### src/rtl/osc_ctl_pkg.sv
package osc_ctl_pkg;
  localparam int unsigned WORD_W  = 16;
  localparam int unsigned SRC_W   = 3;
  localparam int unsigned B_REQ   = 0;
  localparam int unsigned B_LPEN  = 1;
  localparam int unsigned B_CF    = 3;
  localparam int unsigned B_LOCK  = 5;
  localparam int unsigned B_SRC   = 8;

  typedef struct packed {
    logic             req;
    logic             lpen;
    logic             cf;
    logic             lock;
    logic [SRC_W-1:0] src;
  } osc_state_t;

  function automatic logic [WORD_W-1:0] pack_word(input osc_state_t s, input logic sel);
    logic [WORD_W-1:0] w;
    w = '0;
    w[B_REQ]  = s.req;
    w[B_LPEN] = s.lpen;
    w[B_CF]   = s.cf;
    w[B_LOCK] = s.lock & sel;
    w[B_SRC +: SRC_W] = s.src;
    return w;
  endfunction

  function automatic logic [WORD_W-1:0] live_mask();
    logic [WORD_W-1:0] m;
    m = '0;
    m[B_REQ] = 1'b1; m[B_LPEN] = 1'b1; m[B_CF] = 1'b1; m[B_LOCK] = 1'b1;
    m[B_SRC +: SRC_W] = '1;
    return m;
  endfunction
endpackage

### src/rtl/osc_lock_track.sv
module osc_lock_track (
  input  logic clk,
  input  logic rst_n,
  input  logic sw_start,
  input  logic pll_start,
  input  logic pll_lock,
  input  logic pll_unlock,
  output logic lock_q
);
  logic armed_q;
  logic lock_set, lock_clr;

  assign lock_set = pll_lock & armed_q;
  assign lock_clr = pll_unlock | sw_start;

  always_ff @(posedge clk or negedge rst_n) begin
    if (!rst_n) begin
      armed_q <= 1'b0;
      lock_q  <= 1'b0;
    end else begin
      if (pll_start)     armed_q <= 1'b1;
      else if (sw_start) armed_q <= 1'b0;
      if (lock_clr)      lock_q <= 1'b0;
      else if (lock_set) lock_q <= 1'b1;
    end
  end


  lock_clr_chk: assert property (@(posedge clk) disable iff (!rst_n)
    (sw_start || pll_unlock) |=> !lock_q);

  lock_set_chk: assert property (@(posedge clk) disable iff (!rst_n)
    (pll_lock && armed_q && !pll_unlock && !sw_start) |=> lock_q);
endmodule

### src/rtl/osc_fail_flag.sv
module osc_fail_flag (
  input  logic clk,
  input  logic rst_n,
  input  logic cf_detect,
  input  logic sw_start,
  input  logic sw_clr,
  output logic cf_q
);
  always_ff @(posedge clk or negedge rst_n) begin
    if (!rst_n)                 cf_q <= 1'b0;
    else if (cf_detect)         cf_q <= 1'b1;
    else if (sw_clr | sw_start) cf_q <= 1'b0;
  end


  cf_set_wins_chk: assert property (@(posedge clk) disable iff (!rst_n)
    cf_detect |=> cf_q);

  cf_sticky_chk: assert property (@(posedge clk) disable iff (!rst_n)
    (cf_q && !sw_start && !sw_clr) |=> cf_q);
endmodule

### src/rtl/osc_switch_req.sv
module osc_switch_req #(
  parameter int unsigned SRC_W = 3
) (
  input  logic             clk,
  input  logic             rst_n,
  input  logic             wr_en,
  input  logic             wr_req,
  input  logic             wr_lpen,
  input  logic [SRC_W-1:0] wr_src,
  input  logic             hw_clr,
  output logic             req_q,
  output logic             lpen_q,
  output logic [SRC_W-1:0] src_q
);
  logic wr_set;
  assign wr_set = wr_en & wr_req;

  always_ff @(posedge clk or negedge rst_n) begin
    if (!rst_n) begin
      req_q  <= 1'b0;
      lpen_q <= 1'b0;
      src_q  <= '0;
    end else begin
      if (wr_set)      req_q <= 1'b1;
      else if (hw_clr) req_q <= 1'b0;
      if (wr_en) begin
        lpen_q <= wr_lpen;
        src_q  <= wr_src;
      end
    end
  end


  req_done_chk: assert property (@(posedge clk) disable iff (!rst_n)
    (hw_clr && !wr_set) |=> !req_q);

  req_hold_chk: assert property (@(posedge clk) disable iff (!rst_n)
    (req_q && !hw_clr) |=> req_q);
endmodule

### src/rtl/osc_ctl_reg.sv
module osc_ctl_reg
  import osc_ctl_pkg::*;
(
  input  logic              clk,
  input  logic              rst_n,
  input  logic              wr_en,
  input  logic [WORD_W-1:0] wdata,
  output logic [WORD_W-1:0] rdata,
  input  logic              sw_start,
  input  logic              sw_done,
  input  logic              sw_redundant,
  input  logic              sw_fallback,
  input  logic              pll_start,
  input  logic              pll_lock,
  input  logic              pll_unlock,
  input  logic              cf_detect,
  input  logic              pll_selected
);
  osc_state_t st;
  logic       req_hw_clr;
  logic       cf_sw_clr;

  assign req_hw_clr = sw_done | sw_redundant | sw_fallback;
  assign cf_sw_clr  = wr_en & ~wdata[B_CF];

  osc_switch_req #(.SRC_W(SRC_W)) u_req (
    .clk(clk), .rst_n(rst_n), .wr_en(wr_en),
    .wr_req(wdata[B_REQ]), .wr_lpen(wdata[B_LPEN]),
    .wr_src(wdata[B_SRC +: SRC_W]), .hw_clr(req_hw_clr),
    .req_q(st.req), .lpen_q(st.lpen), .src_q(st.src)
  );

  osc_lock_track u_lock (
    .clk(clk), .rst_n(rst_n), .sw_start(sw_start),
    .pll_start(pll_start), .pll_lock(pll_lock), .pll_unlock(pll_unlock),
    .lock_q(st.lock)
  );

  osc_fail_flag u_cf (
    .clk(clk), .rst_n(rst_n), .cf_detect(cf_detect),
    .sw_start(sw_start), .sw_clr(cf_sw_clr), .cf_q(st.cf)
  );

  assign rdata = pack_word(st, pll_selected);


  lock_mask_chk: assert property (@(posedge clk) disable iff (!rst_n)
    !pll_selected |-> !rdata[B_LOCK]);

  unimpl_zero_chk: assert property (@(posedge clk) disable iff (!rst_n)
    (rdata & ~live_mask()) == '0);

  lpen_write_chk: assert property (@(posedge clk) disable iff (!rst_n)
    wr_en |=> (rdata[B_LPEN] == $past(wdata[B_LPEN])));
endmodule

### config.mk
export PLATFORM = sky130hd
export DESIGN_NAME = osc_ctl_reg
export DESIGN_NICKNAME = d
export VERILOG_FILES = /design/src/rtl/osc_ctl_pkg.sv /design/src/rtl/osc_lock_track.sv /design/src/rtl/osc_fail_flag.sv /design/src/rtl/osc_switch_req.sv /design/src/rtl/osc_ctl_reg.sv
export SDC_FILE = /design/constraint.sdc
export NUM_CORES = 1
export LEC_CHECK = 0
export CAP_MARGIN = 20
export CORE_AREA = 2 2 39 41
export CTS_CLUSTER_DIAMETER = 150
export DETAILED_ROUTE_END_ITERATION = 8
export DIE_AREA = 0 0 41 43
export DONT_BUFFER_PORTS = 1
export SETUP_SLACK_MARGIN = 0.15
export SLEW_MARGIN = 25
export SYNTH_ARGS = -nofsm -noshare
export SYNTH_HDL_FRONTEND = slang
export SYNTH_SLANG_ARGS = --single-unit
### constraint.sdc
create_clock -name clk -period 1 [get_ports clk]
set_clock_uncertainty 0.2 [all_clocks]
set_input_delay 0.1 -clock clk [delete_from_list [all_inputs] [get_ports clk]]
set_output_delay 0.1 -clock clk [all_outputs]
set_load 0.1 [all_outputs]
==> results of run 1 <==
-- final cells by class --
type	instances	area (µm²)
multi-input cells	21	144
repair buffers	9	148
flip-flops and latches	8	211
clock buffers	4	26.3
fillers	139	827
well taps	16	20.0
inverters	2	7.51
-- cell usage in the layout, fill, tap and decap left out --
cell type,count
dlygate4sd3_1,2
and2_4,1
conb_1,9
nor3_1,1
clkbuf_4,3
a21oi_2,1
nand2_1,1
nand2b_1,1
buf_4,1
o41ai_2,1
buf_12,6
mux2_2,4
inv_2,1
a21o_1,1
inv_1,1
clkbuf_1,1
a31o_1,1
dfrtp_1,5
dfrtp_4,3
-- power by group through the flow --
stage	combinational (W)	sequential, W	clock (W)
floorplan	0.000314	0.000471	0
global placement	0.000406	0.000380	0
detailed placement	0.000408	0.000382	0
CTS	0.000452	0.000383	0.000279
global route	0.000473	0.000387	0.000296
finish	0.000463	0.000385	0.000264
-- per-stage QoR --
| stage | cells | TNS (ns) | hold slack (ns) | power (W) |
|---|---|---|---|---|
| 2_1_floorplan | 43 | -0.662 | -0.396 | 0.000784 |
| 3_3_place_gp | 53 | -0.0801 | -0.395 | 0.000786 |
| 3_5_place_dp | 53 | -0.0914 | -0.395 | 0.000789 |
| 4_1_cts | 59 | -1.55 | -0.292 | 0.00111 |
| 5_1_grt | 60 | -1.75 | -0.296 | 0.00116 |
| 6_report | 60 | -1.48 | -0.278 | 0.00111 |
-- kinds of logic (layout without fill, tap and decap cells) --
logic type | count (synthesis) | count (layout) | share of synthesized area, %
AOI/OAI and AO/OA | 4 | 4 | 7.55
buffers and inverters | 14 | 15 | 24.5
DFF | 8 | 8 | 50.3
muxes | 4 | 4 | 11.3
other | 1 | 9 | 0.942
and+or+nand+nor | 4 | 4 | 5.35
-- layer usage --
layer	wire, µm	up-vias
li1	-	111
met1	214	119
met2	419	17
met3	61	2
met4	11	0
met5	0	-
-- state kept, by name (all words and copies together) (netlist names) --
name / flops
u_req.src_q: 3
u_cf.cf_q: 1
u_lock.armed_q: 1
u_lock.lock_q: 1
u_req.lpen_q: 1
u_req.req_q: 1
-- timing repair --
item                       CTS  global route
hold endpoints to repair    16            12
gates resized for setup     12             3
pin swaps                    1             1
setup buffers                0             1
setup endpoints to repair   15            15
-- worst max-delay path by stage --
stage / depth (start not counted) / slack (ns) / to
6_report: 1 / -0.25 / rdata[5]
2_1_floorplan: 1 / -0.22 / u_req.src_q[0]$_DFFE_PN0P_
3_5_place_dp: 1 / -0.03 / u_req.src_q[1]$_DFFE_PN0P_
3_3_place_gp: 1 / -0.03 / u_req.src_q[1]$_DFFE_PN0P_
4_1_cts: 1 / -0.23 / rdata[5]
5_1_grt: 1 / -0.28 / rdata[5]
==> qor.txt, run 1 <==
Worst-Skew Late Latency -> 0.25 ns
Ant. Diodes -> 0
Cell area after layout -> 557 µm²
Hold Crit Depth -> 1
Setup violations, final -> 10
Synth async-reset ratio -> 100%
I/O pin cnt -> 44
Period utilisation layout -> 125%
Hold crit path type -> primary input to flip-flop
Via-to-Cell Ratio -> 4.15
Final hold viol count -> 16
Dominant delay contributor by cell family on the critical path -> flip-flops
CTS tree -> built
Clock Power Share -> 23.7%
Seq cells post-synth -> 8
Crit. End Element -> primary output
Final net count -> 73
Mapped Cells -> 35
Hold_buf cts -> 2
Yosys Warn Count -> 0
Setup slack, reg-to-reg -> -0.06 ns
Crit. Startpoint -> u_lock.lock_q$_DFFE_PN0P_
Met2 Use GR -> 10.9%
Post-synth top area cell -> dfrtp_1
Total leakage power -> 0.256 nW
CORE AREA -> 0.00138 mm²
First-pass GRT wire length -> 834 µm
Reg-to-Reg End -> u_req.src_q[0]$_DFFE_PN0P_
RSZ-0062 raised after global routing -> yes
NetSw -> 0.000483 W
Vias in the first global route -> 219
GRT met3 Usage -> 3.14%
DIE AREA -> 0.00176 mm²
Met1 Track Usage GR -> 6.62%
Iteration-0 DRC Markers -> 1
Min-delay src -> pll_unlock
Power share of the combinational group -> 41.6%
CP Launch Type -> flip-flop
Max-cap violations -> 0
Effective utilization at floorplan -> 28.8%
H-tree levels -> 1
Max FO, Critical Path -> 2
Avg Cell Area, Syn -> 11.4 µm²
RR Startpoint -> u_req.src_q[0]$_DFFE_PN0P_
Hold_ws -> -0.278 ns
Placement row count -> 14
Total Wirelength -> 707 µm
Die width -> 41 µm
Int Pwr -> 0.000629 W
Synth top area share -> 50.3%
CTS Buf Count -> 3
Mapped cell area -> 398 µm²
Max-slew violations -> 0
Gr ovfl total -> 0
Max Freq -> 803 MHz
Hold Crit Endpoint -> u_lock.lock_q$_DFFE_PN0P_
Top post-synthesis cells by area -> dfrtp_1 (50%), buf_4 (23%), mux2_2 (11%)
CP required -> 0.70 ns
Worst R2R Path Depth -> 1
WP data arrival -> 0.95 ns
CP Class -> flip-flop to primary output
Final ANT Viol Nets -> 0
DP Wirelength -> 549 µm
Area growth, synth to finish -> 39.9%
Port-buffer cells -> 0
Sequential area share after synthesis -> 50.3%
Crit-path max cell delay -> 0.36 ns
Flop pwr share -> 34.6%
Status -> finished with violations
Clock sinks -> 8
Largest net degree at the start of global routing -> 9
Sw frac -> 43.5%
Failing checks -> hold timing, setup timing
Post-DP Area -> 442 µm²
Initial antenna violation count -> 0
Post-route setup slack -> -0.246 ns
Root Buffer -> clkbuf_4
Cell Pwr Density -> 2000 mW/mm²
DR vias -> 249
Placement Setup Slack -> -0.0311 ns
Top cells by count, synth -> buf_4 (12), dfrtp_1 (8), mux2_2 (4)
Final core occ -> 40.2%
Top FF cell, synth -> dfrtp_1
Reg clk slew, reported paths -> 0.05 ns
Max Root-Sink Buffers -> 2
Critical-path top delay cell -> dfrtp_1
Average wire per standard cell -> 11.8 µm
EDFF count, synth -> 0
Number of detailed-route iterations in the first pass -> 2
Layout cells sized above 1 -> 47.7%
Die H -> 43 µm
Yosys cell types -> 13
Top-count cell post-synth -> buf_4
Global placer's final weighted congestion -> 0.535
Drt drc -> 0
Crit-path cells -> and2_4
Top Usage Layer GRT -> met4
Peak supply drop -> 561 µV
Min Tclk post-route -> 1.25 ns
GRT Util Overall -> 8.00%
CP bufs+invs -> 0
Power figures use the tool's default switching activity.
==> run 2, diff against run 1 <==
- ABC_AREA: not set -> 1
- CORE_AREA: 2 2 39 41 -> not set
- CORE_UTILIZATION: not set -> 33
- DIE_AREA: 0 0 41 43 -> not set
- clock period: 1 -> 1.25 ns (I/O delays scaled with it)
==> run 2 against run 1 <==
Wire length increased by 16%. Largest power group unchanged. Critical path depth increased by 2. The run ends with setup timing left. Highest routed layer is now met3. Die area decreased by 15%. Synthesized cell count increased by 63%. Final area increased by 33%. First-iteration DRC count increased to 3.0 times the previous value. Synthesized area increased by 12%. Clock-buffer cell count unchanged. Sequential share of layout area decreased by 9.9 points. Power decreased by 18%.
==> qor.txt, run 2 <==
DR vias -> 374 (was 249)
CTS tree -> built (unchanged)
CP required -> 0.93 ns (was 0.70 ns)
Max Freq -> 771 MHz
Mapped Cells -> 57 (was 35)
Hold crit path type -> primary input to asynchronous set/reset pin (was primary input to flip-flop)
Die width -> 38.7 µm (was 41 µm)
RR Startpoint -> u_req.lpen_q$_DFFE_PN0P_ (was u_req.src_q[0]$_DFFE_PN0P_)
Int Pwr -> 0.000522 W (was 0.000629 W)
Max-slew violations -> 0 (unchanged)
First-pass GRT wire length -> 1.23 mm (was 834 µm)
Gr ovfl total -> 0 (unchanged)
Number of detailed-route iterations in the first pass -> 4 (was 2)
Initial antenna violation count -> 0 (unchanged)
Layout cells sized above 1 -> 20.0% (was 47.7%)
Placed Cells incl. Taps -> 73 (was 53)
Synth async-reset ratio -> 100% (unchanged)
Crit-path max cell delay -> 0.38 ns (was 0.36 ns)
Placement row count -> 12 (was 14)
Vias in the first global route -> 312 (was 219)
Fill cell count -> 96 (was 139)
Failing checks -> setup timing (was hold timing, setup timing)
Min Tclk post-route -> 1.30 ns
Top cells by count, synth -> nand2_1 (14), buf_4 (12), inv_1 (12) (was buf_4 (12), dfrtp_1 (8), mux2_2 (4))
Final hold viol count -> 0 (was 16)
Worst R2R Path Depth -> 3 (was 1)
Final ANT Viol Nets -> 0 (unchanged)
Seq cells post-synth -> 8 (unchanged)
Ant. Diodes -> 0 (unchanged)
Crit-path cells -> nand2_2, clkinvlp_4, buf_12 (was and2_4)
Largest net degree at the start of global routing -> 11 (was 9)
Largest Register -> u_req.src_q (unchanged)
Max-cap violations -> 0 (unchanged)
Max Root-Sink Buffers -> 2 (unchanged)
DP Wirelength -> 522 µm (was 549 µm)
Yosys cell types -> 9 (was 13)
Critical-path top delay cell -> dfrtp_1 (unchanged)
Hold_ws -> 0.0121 ns (was -0.278 ns)
Sequential area share after synthesis -> 44.9% (was 50.3%)
Peak supply drop -> 697 µV (was 561 µV)
TNS Setup -> -0.0475 ns (was -1.48 ns)
RSZ-0062 raised after global routing -> yes (unchanged)
Top FF cell, synth -> dfrtp_1 (unchanged)
Final core occ -> 62.7% (was 40.2%)
Leading cell type in the layout, fill and taps excluded -> dlygate4sd3_1 (was conb_1)
Top post-synthesis cells by area -> dfrtp_1 (45%), buf_4 (20%), nand2_1 (12%) (was dfrtp_1 (50%), buf_4 (23%), mux2_2 (11%))
Total leakage power -> 0.388 nW (was 0.256 nW)
GRT Util Overall -> 12.9% (was 8.00%)
Status -> finished with violations (unchanged)
Flop pwr share -> 33.1% (was 34.6%)
Root Buffer -> clkbuf_4 (unchanged)
Final net count -> 109 (was 73)
Post-synth top area cell -> dfrtp_1 (unchanged)
Effective utilization at floorplan -> 37.6% (was 28.8%)
Placement Setup Slack -> 0.222 ns (was -0.0311 ns)
Fin cells -> 94 (was 60)
Top-count cell post-synth -> nand2_1 (was buf_4)
Avg Cell Area, Syn -> 7.81 µm² (was 11.4 µm²)
Most frequent cells in the layout -> dlygate4sd3_1 (15), nand2_1 (13), inv_1 (11) (was conb_1 (9), buf_12 (6), dfrtp_1 (5))
CP Launch Type -> flip-flop (unchanged)
EDFF count, synth -> 0 (unchanged)
NetSw -> 0.000395 W (was 0.000483 W)
Iteration-0 DRC Markers -> 3 (was 1)
Total Wirelength -> 821 µm (was 707 µm)
Synth top area share -> 44.9% (was 50.3%)
WP data arrival -> 0.97 ns (was 0.95 ns)
Area growth, synth to finish -> 66.9% (was 39.9%)
Clock Power Share -> 23.0% (was 23.7%)
CORE AREA -> 0.00119 mm² (was 0.00138 mm²)
Mapped cell area -> 445 µm² (was 398 µm²)
Reg clk slew, reported paths -> 0.06 ns (was 0.05 ns)
Max FFs per register -> 3 (unchanged)
Setup violations, final -> 1 (was 10)
H-tree levels -> 1 (unchanged)
Via-to-Cell Ratio -> 3.98 (was 4.15)
Yosys Warn Count -> 0 (unchanged)
Max FO, Critical Path -> 2 (unchanged)
Reg-to-Reg End -> u_req.lpen_q$_DFFE_PN0P_ (was u_req.src_q[0]$_DFFE_PN0P_)
CP Class -> flip-flop to primary output (unchanged)
Post-route setup slack -> -0.0475 ns (was -0.246 ns)
Average wire per standard cell -> 8.73 µm (was 11.8 µm)
Cell Pwr Density -> 1230 mW/mm² (was 2000 mW/mm²)
Port-buffer cells -> 0 (unchanged)
Worst-Skew Late Latency -> 0.25 ns (about the same)
Drt drc -> 0 (unchanged)
Power share of the combinational group -> 43.9% (was 41.6%)
Period utilisation layout -> 104%
Sw frac -> 43.1% (was 43.5%)
DIE AREA -> 0.00150 mm² (was 0.00176 mm²)
Clock sinks -> 8 (unchanged)
Global placer's final weighted congestion -> 0.611 (was 0.535)
CTS Buf Count -> 3 (unchanged)
Die H -> 38.7 µm (was 43 µm)
Setup slack, reg-to-reg -> 0.29 ns (was -0.06 ns)
I/O pin cnt -> 44 (unchanged)
Crit. End Element -> primary output (unchanged)
run 2: cell count changes after synthesis, sizes merged:
cell    before  now
a31o         1    0
o41ai        1    0
and2         1    0
a21oi        1    0
inv          2   12
o21ai        0    4
nor3         1    0
buf         12   13
mux2         4    0
nand2        1   14
nor2         0    4
a21o         1    0
nand2b       1    0
o21bai       0    1
run 2: per-stage QoR:
step	total power (W)	area (µm²)
3_5_place_dp	0.000624	497
4_1_cts	0.000923	733
6_report	0.000916	743
5_1_grt	0.000969	743
3_3_place_gp	0.000622	497
2_1_floorplan	0.000609	490
run 2: critical path: cells and delay by family, from the launching register on:
family / cells / cell delay, ns
flops: 1 / 0.38
buf+inv: 2 / 0.26
simple gates: 1 / 0.08
run 2: how the worst max path moves through the flow:
stage                                    from       end  cells past startpoint
detailed placement  u_lock.lock_q$_DFFE_PN0P_  rdata[5]                      3
global route        u_lock.lock_q$_DFFE_PN0P_  rdata[5]                      3
CTS                 u_lock.lock_q$_DFFE_PN0P_  rdata[5]                      3
finish              u_lock.lock_q$_DFFE_PN0P_  rdata[5]                      3
floorplan           u_lock.lock_q$_DFFE_PN0P_  rdata[5]                      2
global placement    u_lock.lock_q$_DFFE_PN0P_  rdata[5]                      3
run 2: cells by family (layout without fill, tap and decap cells):
family,count (synthesis),after routing,share of synthesized area (%)
other cells,1,9,0.842
compound gates,5,5,6.18
buf+inv,25,40,32.9
simple gates,18,18,15.2
flops,8,8,44.9
run 2: area by class of cell:
| class | count | area, µm² | share of cell area (%) |
|---|---|---|---|
| clock buffers | 4 | 26.3 | 3.54 |
| repair buffers | 24 | 310 | 41.8 |
| flip-flops and latches | 8 | 209 | 28.1 |
| multi-input cells | 32 | 131 | 17.7 |
| well taps | 14 | 17.5 | 2.36 |
| inverters | 12 | 48.8 | 6.57 |
run 2: power groups by stage:
stage / logic, W / clock network, W / registers, W
finish: 0.000402 / 0.000211 / 0.000303
global route: 0.000418 / 0.000247 / 0.000304
CTS: 0.000397 / 0.000222 / 0.000303
detailed placement: 0.000322 / 0 / 0.000302
global placement: 0.000321 / 0 / 0.000301
floorplan: 0.000246 / 0 / 0.000362
run 2: timing repair:
action	in CTS	in global routing
setup endpoints to repair	7	8
hold buffers	16	0
resized for setup	12	1
setup buffers	0	1
endpoints found under the hold margin	16	0
run 2: routing by layer:
metal	up-vias	wire (µm)	global-route usage, %
met3	0	66	8.67
met1	166	302	12.5
met5	-	0	0
met4	0	0	5.17
met2	20	452	21.3
li1	188	-	-
==> run 3, diff against run 2 <==
- RECOVER_POWER: not set -> 100
==> run 3 against run 2 <==
The run still ends with setup timing left. Sequential power about the same. Non-clock buffer count unchanged. Global-route usage unchanged. Worst setup slack got worse by 0.00062 ns. Worst hold slack improved by 0.0010 ns. Clock power about the same. Critical path type unchanged. Largest cell class unchanged. Highest routed layer unchanged.
==> qor.txt, run 3 (synthesis gave the netlist of run 2 again) <==
Status -> finished with violations (unchanged)
Failing checks -> setup timing (unchanged)
Hold crit path type -> primary input to asynchronous set/reset pin (unchanged)
Critical-path top delay cell -> dfrtp_1 (unchanged)
Root Buffer -> clkbuf_4 (unchanged)
Drt drc -> 0 (unchanged)
Clock sinks -> 8 (unchanged)
CP required -> 0.93 ns (about the same)
Max FFs per register -> 3 (unchanged)
Min Tclk post-route -> 1.30 ns (about the same)
Via-to-Cell Ratio -> 3.93 (was 3.98)
Largest net degree at the start of global routing -> 11 (unchanged)
Flop pwr share -> 33.6% (was 33.1%)
Setup slack, reg-to-reg -> 0.31 ns (was 0.29 ns)
Period utilisation layout -> 104% (about the same)
Average wire per standard cell -> 8.77 µm (was 8.73 µm)
Clock Power Share -> 23.5% (was 23.0%)
Port-buffer cells -> 0 (unchanged)
Ant. Diodes -> 0 (unchanged)
NetSw -> 0.000390 W (was 0.000395 W)
CP Launch Type -> flip-flop (unchanged)
RR Startpoint -> u_req.src_q[2]$_DFFE_PN0P_ (was u_req.lpen_q$_DFFE_PN0P_)
WP data arrival -> 0.97 ns (about the same)
H-tree levels -> 1 (unchanged)
Initial antenna violation count -> 0 (unchanged)
I/O pin cnt -> 44 (unchanged)
Worst-Skew Late Latency -> 0.25 ns (about the same)
Number of detailed-route iterations in the first pass -> 2 (was 4)
Total Wirelength -> 824 µm (was 821 µm)
Die H -> 38.7 µm (unchanged)
Largest Register -> u_req.src_q (unchanged)
Final hold viol count -> 0 (unchanged)
Power share of the combinational group -> 42.9% (was 43.9%)
Effective utilization at floorplan -> 37.6% (unchanged)
Met3 WL post-DR -> 65 µm (was 66 µm)
Final ANT Viol Nets -> 0 (unchanged)
CP Class -> flip-flop to primary output (unchanged)
Iteration-0 DRC Markers -> 3 (unchanged)
Final net count -> 109 (unchanged)
Crit. End Element -> primary output (unchanged)
DP Wirelength -> 522 µm (unchanged)
Layout cells sized above 1 -> 20.0% (unchanged)
Peak supply drop -> 683 µV (was 697 µV)
CTS tree -> built (unchanged)
Crit-path max cell delay -> 0.38 ns (about the same)
Worst R2R Path Depth -> 2 (was 3)
Max FO, Critical Path -> 2 (unchanged)
Total leakage power -> 0.376 nW (was 0.388 nW)
Max-cap violations -> 0 (unchanged)
Global placer's final weighted congestion -> 0.611 (unchanged)
Max Root-Sink Buffers -> 2 (unchanged)
Area growth, synth to finish -> 59.8% (was 66.9%)
CP bufs+invs -> 2 (unchanged)
Hold_ws -> 0.0131 ns (was 0.0121 ns)
Routed met2 length -> 444 µm (was 452 µm)
TNS Setup -> -0.0481 ns (was -0.0475 ns)
Most frequent cells in the layout -> dlygate4sd3_1 (15), nand2_1 (13), inv_1 (11) (unchanged)
CTS Buf Count -> 3 (unchanged)
Top sig layer -> met3 (unchanged)
CORE AREA -> 0.00119 mm² (unchanged)
Gr ovfl total -> 0 (unchanged)
M1 wire length -> 314 µm (was 302 µm)
Total power -> 0.000894 W (was 0.000916 W)
Leading cell type in the layout, fill and taps excluded -> dlygate4sd3_1 (unchanged)
Reg-to-Reg End -> u_req.src_q[2]$_DFFE_PN0P_ (was u_req.lpen_q$_DFFE_PN0P_)
First-pass GRT wire length -> 1.23 mm (unchanged)
Dominant delay contributor by cell family on the critical path -> flip-flops (unchanged)
Max-slew violations -> 0 (unchanged)
Setup violations, final -> 1 (unchanged)
RSZ-0062 raised after global routing -> yes (unchanged)
Post-route setup slack -> -0.0481 ns (was -0.0475 ns)
DIE AREA -> 0.00150 mm² (unchanged)
Sw frac -> 43.7% (was 43.1%)
Placement row count -> 12 (unchanged)
DR vias -> 369 (was 374)
GRT Util Overall -> 12.9% (unchanged)
Crit-path cells -> nand2_2, clkinvlp_4, buf_12 (unchanged)
Int Pwr -> 0.000504 W (was 0.000522 W)
Cell Pwr Density -> 1260 mW/mm² (was 1230 mW/mm²)
Vias in the first global route -> 312 (unchanged)
Reg clk slew, reported paths -> 0.06 ns (about the same)
Max Freq -> 770 MHz (was 771 MHz)
Die width -> 38.7 µm (unchanged)
-- run 3: worst register-to-register path, delay by kind of cell (launching register included) --
family          cells  cell delay, ns
compound gates      1            0.06
buf+inv             1            0.06
flops               1            0.49
-- run 3: how the worst max path moves through the flow --
| stage | depth (start not counted) | startpoint | slack (ns) | endpoint |
|---|---|---|---|---|
| 2_1_floorplan | 2 | u_lock.lock_q$_DFFE_PN0P_ | 0.09 | rdata[5] |
| 5_1_grt | 3 | u_lock.lock_q$_DFFE_PN0P_ | -0.10 | rdata[5] |
| 6_report | 3 | u_lock.lock_q$_DFFE_PN0P_ | -0.05 | rdata[5] |
| 3_5_place_dp | 3 | u_lock.lock_q$_DFFE_PN0P_ | 0.22 | rdata[5] |
| 4_1_cts | 3 | u_lock.lock_q$_DFFE_PN0P_ | -0.06 | rdata[5] |
| 3_3_place_gp | 3 | u_lock.lock_q$_DFFE_PN0P_ | 0.23 | rdata[5] |
-- run 3: area by class of cell --
| type | count | area (µm²) |
|---|---|---|
| timing repair buffer | 24 | 279 |
| tap | 14 | 17.5 |
| inverter | 12 | 48.8 |
| multi-input combinational | 32 | 131 |
| sequential | 8 | 209 |
| fill | 106 | 474 |
| clock buffer | 4 | 26.3 |
-- run 3: per-stage QoR --
stage	utilization (%)	area, µm²	instances	worst slack [ns]
CTS	61.8	733	93	-0.0567
floorplan	-	490	65	0.0861
global route	60.0	712	94	-0.102
detailed placement	41.9	497	73	0.222
finish	60.0	712	94	-0.0481
global placement	41.9	497	73	0.229
-- run 3: routing by layer --
layer / vias to the layer above / global-route usage, %
met3: 0 / 8.67
met5: - / 0
li1: 189 / -
met4: 0 / 5.17
met1: 163 / 12.5
met2: 17 / 21.3
-- run 3: what timing repair did --
action / CTS / global route
endpoints found under the hold margin: 16 / 0
hold buffers: 16 / 0
setup buffers: 0 / 1
setup endpoints to repair: 7 / 8
gates resized for setup: 12 / 1
-- run 3: power groups by stage --
stage | Combinational (W) | Clock [W] | Sequential (W)
2_1_floorplan | 0.000246 | 0 | 0.000362
3_3_place_gp | 0.000321 | 0 | 0.000301
3_5_place_dp | 0.000322 | 0 | 0.000302
4_1_cts | 0.000397 | 0.000222 | 0.000303
5_1_grt | 0.000398 | 0.000247 | 0.000301
6_report | 0.000383 | 0.000210 | 0.000300
